## config.mk

```make
export PLATFORM = sky130hd
export DESIGN_NAME = uart_frame_tx
export DESIGN_NICKNAME = d
export VERILOG_FILES = /design/src/rtl/uart_frame_tx.sv
export SDC_FILE = /design/constraint.sdc
export NUM_CORES = 1
export LEC_CHECK = 0
export BUFFER_PORTS_ARGS = -buffer_cell sky130_fd_sc_hd__buf_2
export CAP_MARGIN = 15
export CORE_ASPECT_RATIO = 1.2
export CORE_MARGIN = 1.5
export CORE_UTILIZATION = 50
export DETAILED_ROUTE_END_ITERATION = 10
export PLACE_DENSITY = 0.73
export SLEW_MARGIN = 20
export SYNTH_ARGS = -nofsm -noshare
export SYNTH_HDL_FRONTEND = slang
export SYNTH_SLANG_ARGS = --single-unit
export TNS_END_PERCENT = 10
```

## constraint.sdc

```tcl
create_clock -name clk -period 3.5 [get_ports clk]
set_clock_uncertainty 0.2 [all_clocks]
set_input_delay 0.35 -clock clk [delete_from_list [all_inputs] [get_ports clk]]
set_output_delay 0.35 -clock clk [all_outputs]
set_load 0.01 [all_outputs]
```

## src/rtl/uart_frame_tx.sv

```systemverilog
module uart_frame_tx #(
  parameter int DIV_W  = 12,
  parameter int CORR_W = 4,
  parameter int EOF_W  = 6
) (
  input  logic              clk,
  input  logic              rst_n,
  input  logic [DIV_W-1:0]  baud_div,
  input  logic [CORR_W-1:0] baud_corr,
  input  logic [EOF_W-1:0]  eof_len,
  input  logic              data_valid,
  input  logic [7:0]        data_byte,
  input  logic              data_last,
  output logic              byte_ack,
  output logic              frame_done,
  output logic              tx_out
);

  localparam int CW = DIV_W + 1;
  localparam int IW = (CORR_W > 4) ? CORR_W : 4;

  typedef enum logic [2:0] {S_IDLE, S_START, S_DATA, S_STOP, S_EOF} st_t;

  st_t              state;
  logic [CW-1:0]    cnt;
  logic [3:0]       idx;
  logic [7:0]       shreg;
  logic             last_q;
  logic [EOF_W-1:0] eof_left;

  function automatic logic [CW-1:0] bit_len(input logic [3:0] i);
    logic stretch;
    stretch = IW'(i) < IW'(baud_corr);
    return {1'b0, baud_div} + {{DIV_W{1'b0}}, stretch};
  endfunction

  assign tx_out = (state == S_START) ? 1'b0 :
                  (state == S_DATA)  ? shreg[0] : 1'b1;

  wire bit_end = (cnt == '0);

  always_ff @(posedge clk or negedge rst_n) begin
    if (!rst_n) begin
      state      <= S_IDLE;
      cnt        <= '0;
      idx        <= '0;
      shreg      <= '0;
      last_q     <= 1'b0;
      eof_left   <= '0;
      byte_ack   <= 1'b0;
      frame_done <= 1'b0;
    end else begin
      byte_ack   <= 1'b0;
      frame_done <= 1'b0;
      case (state)
        S_IDLE: if (data_valid && !byte_ack) begin
          shreg  <= data_byte;
          last_q <= data_last;
          idx    <= 4'd0;
          cnt    <= bit_len(4'd0);
          state  <= S_START;
        end
        S_START, S_DATA: begin
          if (!bit_end) cnt <= cnt - 1'b1;
          else begin
            idx <= idx + 4'd1;
            cnt <= bit_len(idx + 4'd1);
            if (state == S_DATA) shreg <= shreg >> 1;
            state <= (idx == 4'd8) ? S_STOP : S_DATA;
          end
        end
        S_STOP: begin
          if (!bit_end) cnt <= cnt - 1'b1;
          else begin
            byte_ack <= 1'b1;
            if (last_q && eof_len != '0) begin
              state    <= S_EOF;
              eof_left <= eof_len;
              cnt      <= {1'b0, baud_div};
            end else begin
              state      <= S_IDLE;
              frame_done <= last_q;
            end
          end
        end
        S_EOF: begin
          if (!bit_end) cnt <= cnt - 1'b1;
          else if (eof_left == EOF_W'(1)) begin
            state      <= S_IDLE;
            frame_done <= 1'b1;
          end else begin
            eof_left <= eof_left - 1'b1;
            cnt      <= {1'b0, baud_div};
          end
        end
        default: state <= S_IDLE;
      endcase
    end
  end

  assert_start_low_R4: assert property (@(posedge clk) disable iff (!rst_n)
    (state == S_IDLE && data_valid && !byte_ack) |=> !tx_out);

  assert_ack_pulse_R5: assert property (@(posedge clk) disable iff (!rst_n)
    byte_ack |=> !byte_ack);

  assert_ack_line_high_R5: assert property (@(posedge clk) disable iff (!rst_n)
    byte_ack |-> tx_out);

  assert_ack_blocks_R5: assert property (@(posedge clk) disable iff (!rst_n)
    byte_ack |=> tx_out);

  assert_done_pulse_R7: assert property (@(posedge clk) disable iff (!rst_n)
    frame_done |=> !frame_done);

  assert_done_cause_R7: assert property (@(posedge clk) disable iff (!rst_n)
    frame_done |-> (byte_ack || $past(state) == S_EOF));

  assert_eof_high_R6: assert property (@(posedge clk) disable iff (!rst_n)
    (state == S_EOF) |-> (tx_out && !frame_done));

endmodule

```

==> results.tsv, run 1 <==
stage	metric	value	unit
run_status	outcome	finished, violations left	
run_status	failed_checks	hold timing	
pwr	p_per_area	604.9	mW/mm^2
sta	worst_tran_pin_value	0.9005	ns
synth	yosysSeqAreaShare	29.65	%
sta	min_period_over_period	90.88	%
synth	synthMostInstantiatedCell	nor2_1	
synth	synthDistinctLibCells	68	
global_route	grt_pass1_wl	12590	um
sta	drv_slew	0	
cts	numClockSinks	37	
cts	ctsLongestPathBuffers	2	
global_route	first_global_vias	2735	
worst_setup_path	worstPathCellList	inv_1, ha_1, ha_1, a21boi_0, o21ai_0, nand2b_1, a21oi_1, ha_2, ha_2, nand3_1, maj3_1, a21oi_1, o211ai_1, nor2_1, o21ai_1	
worst_setup_path	worst_setup_path_start_kind	flip-flop	
floorplan	row_count	31	
synth	synth.top_cells.by_count	nor2_1, o21ai_0, dfrtp_1, nand2_1, a21oi_1	
synth	synth_area_leader_cell	dfrtp_1	
pwr	p_leak	1.385	nW
route	drcViolationCount	0	
layout	final_nets	464	
worst_setup_path	crit_buf_inv	1	
synth	async_reset_ff_share	100.0	%
floorplan	io_pins	37	
layout	final_util	55.65	%
layout	n_antenna_cell	0	
cts	cts-htree-levels	2	
synth	yosys_most_used_dff	dfrtp_1	
sta	setup_repair_after_global_routing_missed_its_margin	no	
placed_design	place_congestion	0.9586	
synth	synth_cells	395	
pwr	ir_drop	349.6	uV
global_route	pin_count_of_the_biggest_net_entering_global_routing	38	
synth	ys_warn_count	0	
global_route	globalRoute.totalOverflow	0	
worst_setup_path	setup.worst_path.class	reg -> reg	
sta	timing.final.setup_violations	0	
sta	final-hold-violation-count	37	
synth	post_synthesis_average_cell_area	7.906	sq um
layout	final_cell_count_no_fill	500	
worst_setup_path	timing.critical_path.to_type	flip-flop	
floorplan	dieWidth	75.15	um
synth	synth.top_cell.area_share	29.65	%
route	routedWlPerCell	14.87	um
floorplan	initial_core_util	51.61	%
synth	yosys-top-cells-area	dfrtp_1, o21ai_0, nor2_1, ha_1, nand2_1	
cts	tritoncts_clock_tree	done	
layout	layout-area-overhead-vs-synth	7.813	%
pwr	p_total	2.037	mW
placed_design	buffer_ports.inserted	36	
layout	layout-drive-gt1-share	16.51	%
synth	postSynthRegisterBits	37	
route	vias_per_cell	5.950	
synth	mappedNetlistNets	442	
worst_setup_path	path_max_fanout	4	
sta	slew_headroom	39.51	%
placed_design	place_ws	0.1929	ns
synth	synth_edf_count	0	
floorplan	core	0.006051	sq mm
cts	cts_buffers	5	
synth	syn-cell-area	0.003123	sq mm
placed_design	post-dp-hpwl	5516	um
global_route	gr-usage-all-layers	24.32	%
worst_setup_path	critPathTopFamily	adder cells	
route	routed_wirelength	7433	um
sta	timing.hold.ws	-0.03604	ns
route	dr_total_vias	2975	
route	drt_pre_antenna_iters	5	
sta	final.setup.tns	0	ns
global_route	antenna_found_initial	0	
worst_setup_path	crit_path_max_incr_delay	0.39	ns
placed_design	placed_cells	491	
cts	clock_latency	0.29	ns
floorplan	floorplan.die.height	89.58	um
cts	clk_pin_slew	0.08	ns
flow_run	maxCapViolCount	0	
cts	clock-root-buffer	clkbuf_8	
route	route.antenna.remaining_nets	0	
worst_setup_path	worstPathRequired	3.48	ns
sta	finalWorstSetupSlack	0.3193	ns
worst_setup_path	worst_path_max_delay_cell	dfrtp_1	
route	initialDrtViolationCount	211	
min_path	hold_path.class	in -> async	
sta	finalWorstPathRequiredPeriod	3.181	ns
sta	max_freq	314.4	MHz
worst_setup_path	critical_path_arrival	3.16	ns
floorplan	die_area	0.006731	sq mm
## flip-flops by register name (all words and copies together) (netlist names)
name / cells
byte_ack: 1
cnt: 13
eof_left: 6
frame_done: 1
idx: 4
last_q: 1
shreg: 8
state: 3
## what timing repair did
| item | CTS | global route |
|---|---|---|
| resized for setup | 0 | 4 |
| setup endpoints to repair | 0 | 4 |
| setup buffers | 0 | 1 |
| hold buffers | 0 | 0 |
## final timing paths
| check | startpoint | end | slack (ns) | cells after the start |
|---|---|---|---|---|
| setup / recovery | idx[1]$_DFFE_PN0P_ | cnt[4]$_DFFE_PN0P_ | 0.32 | 15 |
| hold / removal | rst_n | cnt[7]$_DFFE_PN0P_ | -0.04 | 1 |
| setup reg to reg | idx[1]$_DFFE_PN0P_ | cnt[4]$_DFFE_PN0P_ | 0.32 | 15 |
| hold reg to reg | shreg[7]$_DFFE_PN0P_ | shreg[7]$_DFFE_PN0P_ | 0.29 | 2 |
| max in group asynchronous | rst_n | idx[0]$_DFFE_PN0P_ | 2.53 | 1 |
| min in group clk | data_last | last_q$_DFFE_PN0P_ | 0.07 | 3 |
## power breakdown
group / total (mW) / switching [mW] / leakage (nW) / internal [mW]
registers: 0.715 / 0.147 / 0.471 / 0.568
logic: 0.924 / 0.529 / 0.856 / 0.396
clock network: 0.398 / 0.166 / 0.0574 / 0.232
## cell families after synthesis
kind of cell | count (synthesis) | synth area share (%)
buffers and inverters | 40 | 8.093
xor gates and xnor gates | 12 | 3.366
muxes | 9 | 2.885
DFF | 37 | 29.65
AOI/OAI and AO/OA | 122 | 24.28
adders and majority gates | 15 | 5.850
and+or+nand+nor | 160 | 25.88
## layout by cell type, fill, tap and decap left out, types with 11 or more instances in the layout
cell type | netlist | routed
o21ai_0 | 41 | 40
buf_2 | 2 | 36
a21oi_1 | 22 | 22
ha_1 | 13 | 11
nand2_1 | 34 | 34
nor2_1 | 48 | 48
dfrtp_1 | 37 | 36
nor3_1 | 16 | 15
inv_1 | 16 | 16
nand3_1 | 13 | 13
o21ai_1 | 12 | 13
## worst reg2reg max path: stages, from the launching register on
cell and delay [ns]:
dfrtp_1 0.39, inv_1 0.05, ha_1 0.29, ha_1 0.29, a21boi_0 0.12, o21ai_0 0.15, nand2b_1 0.07, a21oi_1 0.16
ha_2 0.24, ha_2 0.21, nand3_1 0.10, maj3_1 0.37, a21oi_1 0.17, o211ai_1 0.10, nor2_1 0.10, o21ai_1 0.07
## metrics by stage
stage                     instance area, sq um  hold slack (ns)
after floorplan                           3123          -0.1456
after global placement                    3228           0.2610
after detailed placement                  3228           0.2717
after CTS                                 3348         0.002900
after global routing                      3367          0.04294
final                                     3367         -0.03604
## per-layer routing
layer	routed length (um)	share of wire, %	track usage (%)	vias up
li1	-	-	-	1479
met1	3241	44	30.62	1415
met2	3656	49	42.40	68
met3	379	5.1	4.241	13
met4	156	2.1	7.468	0
met5	0	0	0	-
## cell type report
class	count	area, sq um
Multi-Input combinational cell	318	1954
Sequential cell	37	927.1
Fill cell	592	2684
Inverter	16	60.06
Timing Repair Buffer	39	202.7
Clock inverter	2	37.54
Tap cell	82	102.6
Clock buffer	6	82.58
Note: power is estimated with default switching activity, not from simulation.
==> run 2: changes to the inputs <==
==> constraint.sdc (replaced) <==
create_clock -name clk -period 3.5 [get_ports clk]
set_clock_uncertainty 0.2 [all_clocks]
set_input_delay 0.525 -clock clk [delete_from_list [all_inputs] [get_ports clk]]
set_output_delay 0.525 -clock clk [all_outputs]
set_load 0.01 [all_outputs]
==> results.tsv, run 2 (synthesis gave the netlist of run 1 again) <==
stage	metric	value	unit	change
run_status	outcome	finished, final reports clean		
pwr	power.combinational.fraction	47.5	%	+2.1 points
sta	worst_tran_pin_value	0.8997	ns	-0.0008012 ns
pwr	power.switching_fraction	43.15	%	+1.8 points
floorplan	die_area	0.006731	sq mm	unchanged
layout	ff_latch_area	925.9	sq um	-0.13%
cts	postCtsHoldBufs	0		unchanged
pwr	power.sequential.fraction	37.4	%	+2.3 points
placed_design	dpl_cell_area	0.003228	sq mm	unchanged
sta	min_period_over_period	91.94	%	+1.1 points
floorplan	initial_core_util	51.61	%	unchanged
global_route	pin_count_of_the_biggest_net_entering_global_routing	38		unchanged
global_route	first_global_vias	2670		-2.4%
pwr	p_switching	0.8290	mW	-1.5%
sta	drv_slew	0		unchanged
cts	clock_latency	0.29	ns	about the same
route	routedWlPerCell	14.95	um	+0.59%
layout	layout_common_cells	nor2_1, o21ai_0, dfrtp_1		
cts	tritoncts_clock_tree	done		
route	dr_total_vias	3004		+0.97%
floorplan	io_pins	37		unchanged
route	vias_per_cell	6.020		+1.2%
route	drcViolationCount	0		unchanged
layout	layout-area-overhead-vs-synth	6.170	%	
flow_run	maxCapViolCount	0		unchanged
layout	final_nets	463		-0.22%
worst_setup_path	path_max_fanout	6		+2
route	routed_wirelength	7462	um	+0.39%
layout	layout_commonest_cell	nor2_1		
global_route	grt_pass1_wl	12130	um	-3.6%
floorplan	row_count	31		unchanged
pwr	p_per_area	579.4	mW/mm^2	-4.2%
layout	largest_reg_flops	13		unchanged
layout	most_flop_heavy_register	cnt		
sta	setup_repair_after_global_routing_missed_its_margin	no		
floorplan	core	0.006051	sq mm	unchanged
worst_setup_path	setup.worst_path.class	reg -> reg		
sta	max_freq	310.8	MHz	-1.2%
route	drt_pre_antenna_iters	5		unchanged
worst_setup_path	worstPathRequired	3.48	ns	about the same
sta	finalWorstSetupSlack	0.2822	ns	-0.03711 ns
pwr	p_clk_share	15.1	%	-4.4 points
worst_setup_path	critical_path_arrival	3.20	ns	+0.04 ns
cts	cts_buffers	5		unchanged
placed_design	post-dp-hpwl	5521	um	about the same
route	route.antenna.remaining_nets	0		unchanged
pwr	p_leak	1.372	nW	-0.96%
placed_design	place_ws	0.2737	ns	+0.08080 ns
sta	final.setup.tns	0	ns	unchanged
pwr	power.internal	1.092	mW	-8.6%
cts	postCtsSetupRepairBufs	0		unchanged
floorplan	floorplan.die.height	89.58	um	unchanged
cts	clk_pin_slew	0.07	ns	about the same
global_route	globalRoute.totalOverflow	0		unchanged
layout	final_cell_count_no_fill	499		-0.20%
global_route	antenna_found_initial	0		unchanged
cts	numClockSinks	37		unchanged
min_path	hold_path.class	in -> async		
global_route	gr-usage-all-layers	23.29	%	-1.0 points
cts	clock-root-buffer	clkbuf_8		
route	initialDrtViolationCount	215		+1.9%
layout	filler_cell_count	591		-0.17%
cts	ctsLongestPathBuffers	2		unchanged
layout	finalInstanceArea	0.003316	sq mm	-1.5%
placed_design	placed_cells	491		unchanged
worst_setup_path	worst_setup_path_start_kind	flip-flop		
sta	timing.final.setup_violations	0		unchanged
placed_design	buffer_ports.inserted	36		unchanged
placed_design	place_congestion	0.9539		-0.49%
floorplan	dieWidth	75.15	um	unchanged
cts	cts-resized-gates	0		unchanged
sta	slew_headroom	39.56	%	+0.054 points
pwr	ir_drop	316.5	uV	-9.5%
layout	n_antenna_cell	0		unchanged
layout	layout-drive-gt1-share	15.35	%	-1.2 points
cts	cts-htree-levels	2		unchanged
pwr	p_total	1.921	mW	-5.7%
layout	multiInputGateArea	0.001949	sq mm	-0.26%
sta	final-hold-violation-count	0		-100%
worst_setup_path	timing.critical_path.to_type	flip-flop		
sta	finalWorstPathRequiredPeriod	3.218	ns	+0.03711 ns
layout	reg.largest.list	cnt x13, shreg x8, eof_left x6		
[run 2: critical path, stage by stage (launching register included)]
cell and delay (ns):
dfrtp_1 0.41, inv_1 0.06, ha_1 0.32, ha_1 0.27, a21boi_0 0.12, o21ai_0 0.15
nand2b_1 0.07, a21oi_1 0.14, ha_1 0.24, nand4_1 0.17, or3_1 0.38, a221oi_1 0.30
nor3_1 0.09, o22a_1 0.19
[run 2: metrics by stage]
stage / util [%] / hold WS (ns)
global route: 54.80 / 0.2323
global placement: 53.35 / 0.2615
CTS: 54.71 / 0.1855
floorplan: - / 0.02941
finish: 54.80 / 0.1357
detailed placement: 53.35 / 0.2707
[run 2: worst paths after layout]
kind	from	to	slack, ns	cells past startpoint
max in group asynchronous	rst_n	state[0]$_DFFE_PN0P_	2.42	1
min in group clk	data_byte[7]	shreg[7]$_DFFE_PN0P_	0.27	3
hold / removal	rst_n	cnt[8]$_DFFE_PN0P_	0.14	1
setup reg to reg	idx[0]$_DFFE_PN0P_	cnt[11]$_DFFE_PN0P_	0.28	13
hold reg to reg	shreg[7]$_DFFE_PN0P_	shreg[7]$_DFFE_PN0P_	0.28	2
setup / recovery	idx[0]$_DFFE_PN0P_	cnt[11]$_DFFE_PN0P_	0.28	13
[run 2: layout make-up]
class                   instances  share of cell area (%)
clock buffers                   6                   2.189
clock inverters                 2                  0.3019
multi-input cells             318                   58.79
well taps                      82                   3.094
inverters                      16                   1.811
flip-flops and latches         37                   27.92
repair buffers                 38                   5.887
[run 2: power groups by stage]
stage / clock network [mW] / logic, mW / registers [mW]
2_1_floorplan: 0 / 0.774 / 0.660
3_3_place_gp: 0 / 0.885 / 0.719
3_5_place_dp: 0 / 0.903 / 0.725
4_1_cts: 0.304 / 0.906 / 0.715
5_1_grt: 0.321 / 1.03 / 0.743
6_report: 0.290 / 0.912 / 0.719
[run 2: metal layers]
layer / share of wire [%] / global-route usage [%]
met3: 5.2 / 4.129
met2: 49 / 40.87
met1: 43 / 28.40
met4: 2.0 / 8.604
met5: 0 / 0
==> run 3: changes to the inputs <==
--- a/config.mk
+++ b/config.mk
@@ -9,9 +9,9 @@
 export CAP_MARGIN = 15
 export CORE_ASPECT_RATIO = 1.2
 export CORE_MARGIN = 1.5
-export CORE_UTILIZATION = 50
+export CORE_UTILIZATION = 59
 export DETAILED_ROUTE_END_ITERATION = 10
-export PLACE_DENSITY = 0.73
+export PLACE_DENSITY = 0.84
 export SLEW_MARGIN = 20
 export SYNTH_ARGS = -nofsm -noshare
 export SYNTH_HDL_FRONTEND = slang
==> results.tsv, run 3 (synthesis gave the netlist of run 1 again) <==
stage	metric	value	unit	change
worst_setup_path	regToRegSetupSlack	0.23	ns	-0.05 ns
worst_setup_path	crit_path_max_incr_delay	0.42	ns	about the same
pwr	p_per_area	627.4	mW/mm^2	+8.3%
floorplan	core	0.005010	sq mm	-17%
sta	worst_tran_pin_value	0.9067	ns	+0.007018 ns
cts	numClockSinks	37		unchanged
sta	final.setup.tns	0	ns	unchanged
worst_setup_path	setup.worst_path.class	reg -> reg		
route	vias_per_cell	6.333		+5.2%
global_route	first_global_vias	2815		+5.4%
layout	reg.largest.list	cnt x13, shreg x8, eof_left x6		
cts	cts-htree-levels	2		unchanged
layout	layout-area-overhead-vs-synth	7.091	%	
cts	postCtsHoldBufs	0		unchanged
sta	finalWorstPathRequiredPeriod	3.273	ns	+0.05498 ns
route	route.antenna.remaining_nets	0		unchanged
floorplan	initial_core_util	62.34	%	+11 points
cts	clock-root-buffer	clkbuf_8		
global_route	pin_count_of_the_biggest_net_entering_global_routing	38		unchanged
layout	filler_cell_count	420		-29%
global_route	globalRoute.totalOverflow	0		unchanged
placed_design	post-dp-hpwl	5580	um	+1.1%
worst_setup_path	cell_repeated_most_along_the_worst_path	ha_1		
route	drcViolationCount	0		unchanged
route	dr_total_vias	3027		+0.77%
min_path	hold_path.class	in -> async		
layout	layout-drive-gt1-share	15.79	%	+0.44 points
sta	max_freq	305.6	MHz	-1.7%
route	drt_pre_antenna_iters	5		unchanged
sta	drv_slew	0		unchanged
floorplan	die_area	0.005741	sq mm	-15%
worst_setup_path	critical_path_arrival	3.29	ns	+0.09 ns
worst_setup_path	timing.critical_path.to_type	flip-flop		
worst_setup_path	worst_path_max_delay_cell	dfrtp_1		
cts	clock_latency	0.29	ns	about the same
sta	slew_headroom	39.09	%	-0.47 points
global_route	antenna_found_initial	0		unchanged
sta	timing.final.setup_violations	0		unchanged
layout	largest_reg_flops	13		unchanged
layout	n_antenna_cell	0		unchanged
floorplan	io_pins	37		unchanged
layout	most_flop_heavy_register	cnt		
worst_setup_path	path_max_fanout	6		unchanged
cts	clk_pin_slew	0.08	ns	about the same
worst_setup_path	worst_setup_path_start_kind	flip-flop		
pwr	p_leak	1.398	nW	+1.9%
worst_setup_path	worstPathRequired	3.52	ns	+0.04 ns
route	initialDrtViolationCount	406		+89%
layout	final_nets	464		+0.22%
placed_design	buffer_ports.inserted	36		unchanged
placed_design	place_congestion	0.9285		-2.7%
pwr	p_total	2.098	mW	+9.2%
worst_setup_path	r2r_end	cnt[10]$_DFFE_PN0P_		
worst_setup_path	reg2regPathDepth	15		+2
global_route	gr-usage-all-layers	28.13	%	+4.8 points
floorplan	floorplan.die.height	82.70	um	-7.7%
sta	finalWorstSetupSlack	0.2272	ns	-0.05498 ns
global_route	grt_pass1_wl	12970	um	+6.9%
flow_run	maxCapViolCount	0		unchanged
layout	layout_common_cells	nor2_1, o21ai_0, dfrtp_1		
layout	layout_commonest_cell	nor2_1		
pwr	ir_drop	403.2	uV	+27%
placed_design	place_ws	0.2417	ns	-0.03206 ns
floorplan	row_count	28		-9.7%
sta	min_period_over_period	93.51	%	+1.6 points
route	routed_wirelength	7714	um	+3.4%
floorplan	dieWidth	69.42	um	-7.6%
cts	ctsLongestPathBuffers	2		unchanged
sta	final-hold-violation-count	0		unchanged
worst_setup_path	rr_startpoint	idx[0]$_DFFE_PN0P_		
cts	tritoncts_clock_tree	done		
cts	cts_buffers	5		unchanged
worst_setup_path	worstPathCellList	inv_1, ha_1, ha_1, a21boi_0, o21ai_0, nand2b_1, a21oi_1, ha_2, ha_1, nand3_1, nor3_1, maj3_1, o22ai_1, and3_1, o21ai_1		
run_status	outcome	finished, final reports clean		
sta	setup_repair_after_global_routing_missed_its_margin	no		
route	routedWlPerCell	16.14	um	+7.9%
run 3: report_power, final:
group / leakage, nW / switching [mW] / internal (mW)
combinational: 0.857 / 0.540 / 0.393
sequential: 0.473 / 0.155 / 0.567
clock: 0.0681 / 0.159 / 0.283
total: 1.40 / 0.855 / 1.24
run 3: how the worst max path moves through the flow:
stage / cells after the start / startpoint / to
finish: 15 / idx[0]$_DFFE_PN0P_ / cnt[10]$_DFFE_PN0P_
detailed placement: 15 / idx[0]$_DFFE_PN0P_ / cnt[10]$_DFFE_PN0P_
global placement: 15 / idx[0]$_DFFE_PN0P_ / cnt[10]$_DFFE_PN0P_
global route: 13 / idx[0]$_DFFE_PN0P_ / cnt[11]$_DFFE_PN0P_
CTS: 15 / idx[0]$_DFFE_PN0P_ / cnt[10]$_DFFE_PN0P_
floorplan: 15 / idx[0]$_DFFE_PN0P_ / cnt[10]$_DFFE_PN0P_
run 3: area by class of cell:
class | instances | area (sq um) | area share, %
multi-input cells | 318 | 1947 | 58.21
flip-flops and latches | 37 | 925.9 | 27.68
inverters | 16 | 60.06 | 1.796
clock buffers | 5 | 68.82 | 2.058
well taps | 60 | 75.07 | 2.245
clock inverters | 3 | 65.06 | 1.945
repair buffers | 39 | 202.7 | 6.061
run 3: what timing repair did:
action,in CTS,in global routing
resized for setup,0,1
buffers inserted,0,0
setup endpoints to repair,0,1
run 3: metrics by stage:
stage / utilization [%] / instances / hold WS [ns] / area, sq um
final: 66.76 / 478 / 0.1178 / 3344
after global routing: 66.76 / 478 / 0.2139 / 3344
after CTS: 66.71 / 478 / 0.1679 / 3342
after detailed placement: 64.04 / 470 / 0.2754 / 3208
after global placement: 64.04 / 470 / 0.2666 / 3208
after floorplan: - / 395 / 0.02941 / 3123
run 3: per-layer routing:
layer | track usage, % | part of all wire [%]
met2 | 48.94 | 50
met4 | 13.33 | 1.9
met3 | 4.612 | 6.2
met1 | 34.45 | 41
met5 | 0 | 0
run 3: critical path, delay by kind of cell, from the launching register on:
| family | cells | cell delay [ns] |
|---|---|---|
| flip-flops | 1 | 0.42 |
| adder cells (fa/ha/maj) | 5 | 1.28 |
| AO/OA/AOI/OAI | 5 | 0.63 |
| AND/OR/NAND/NOR | 4 | 0.62 |
| buffers and inverters | 1 | 0.06 |
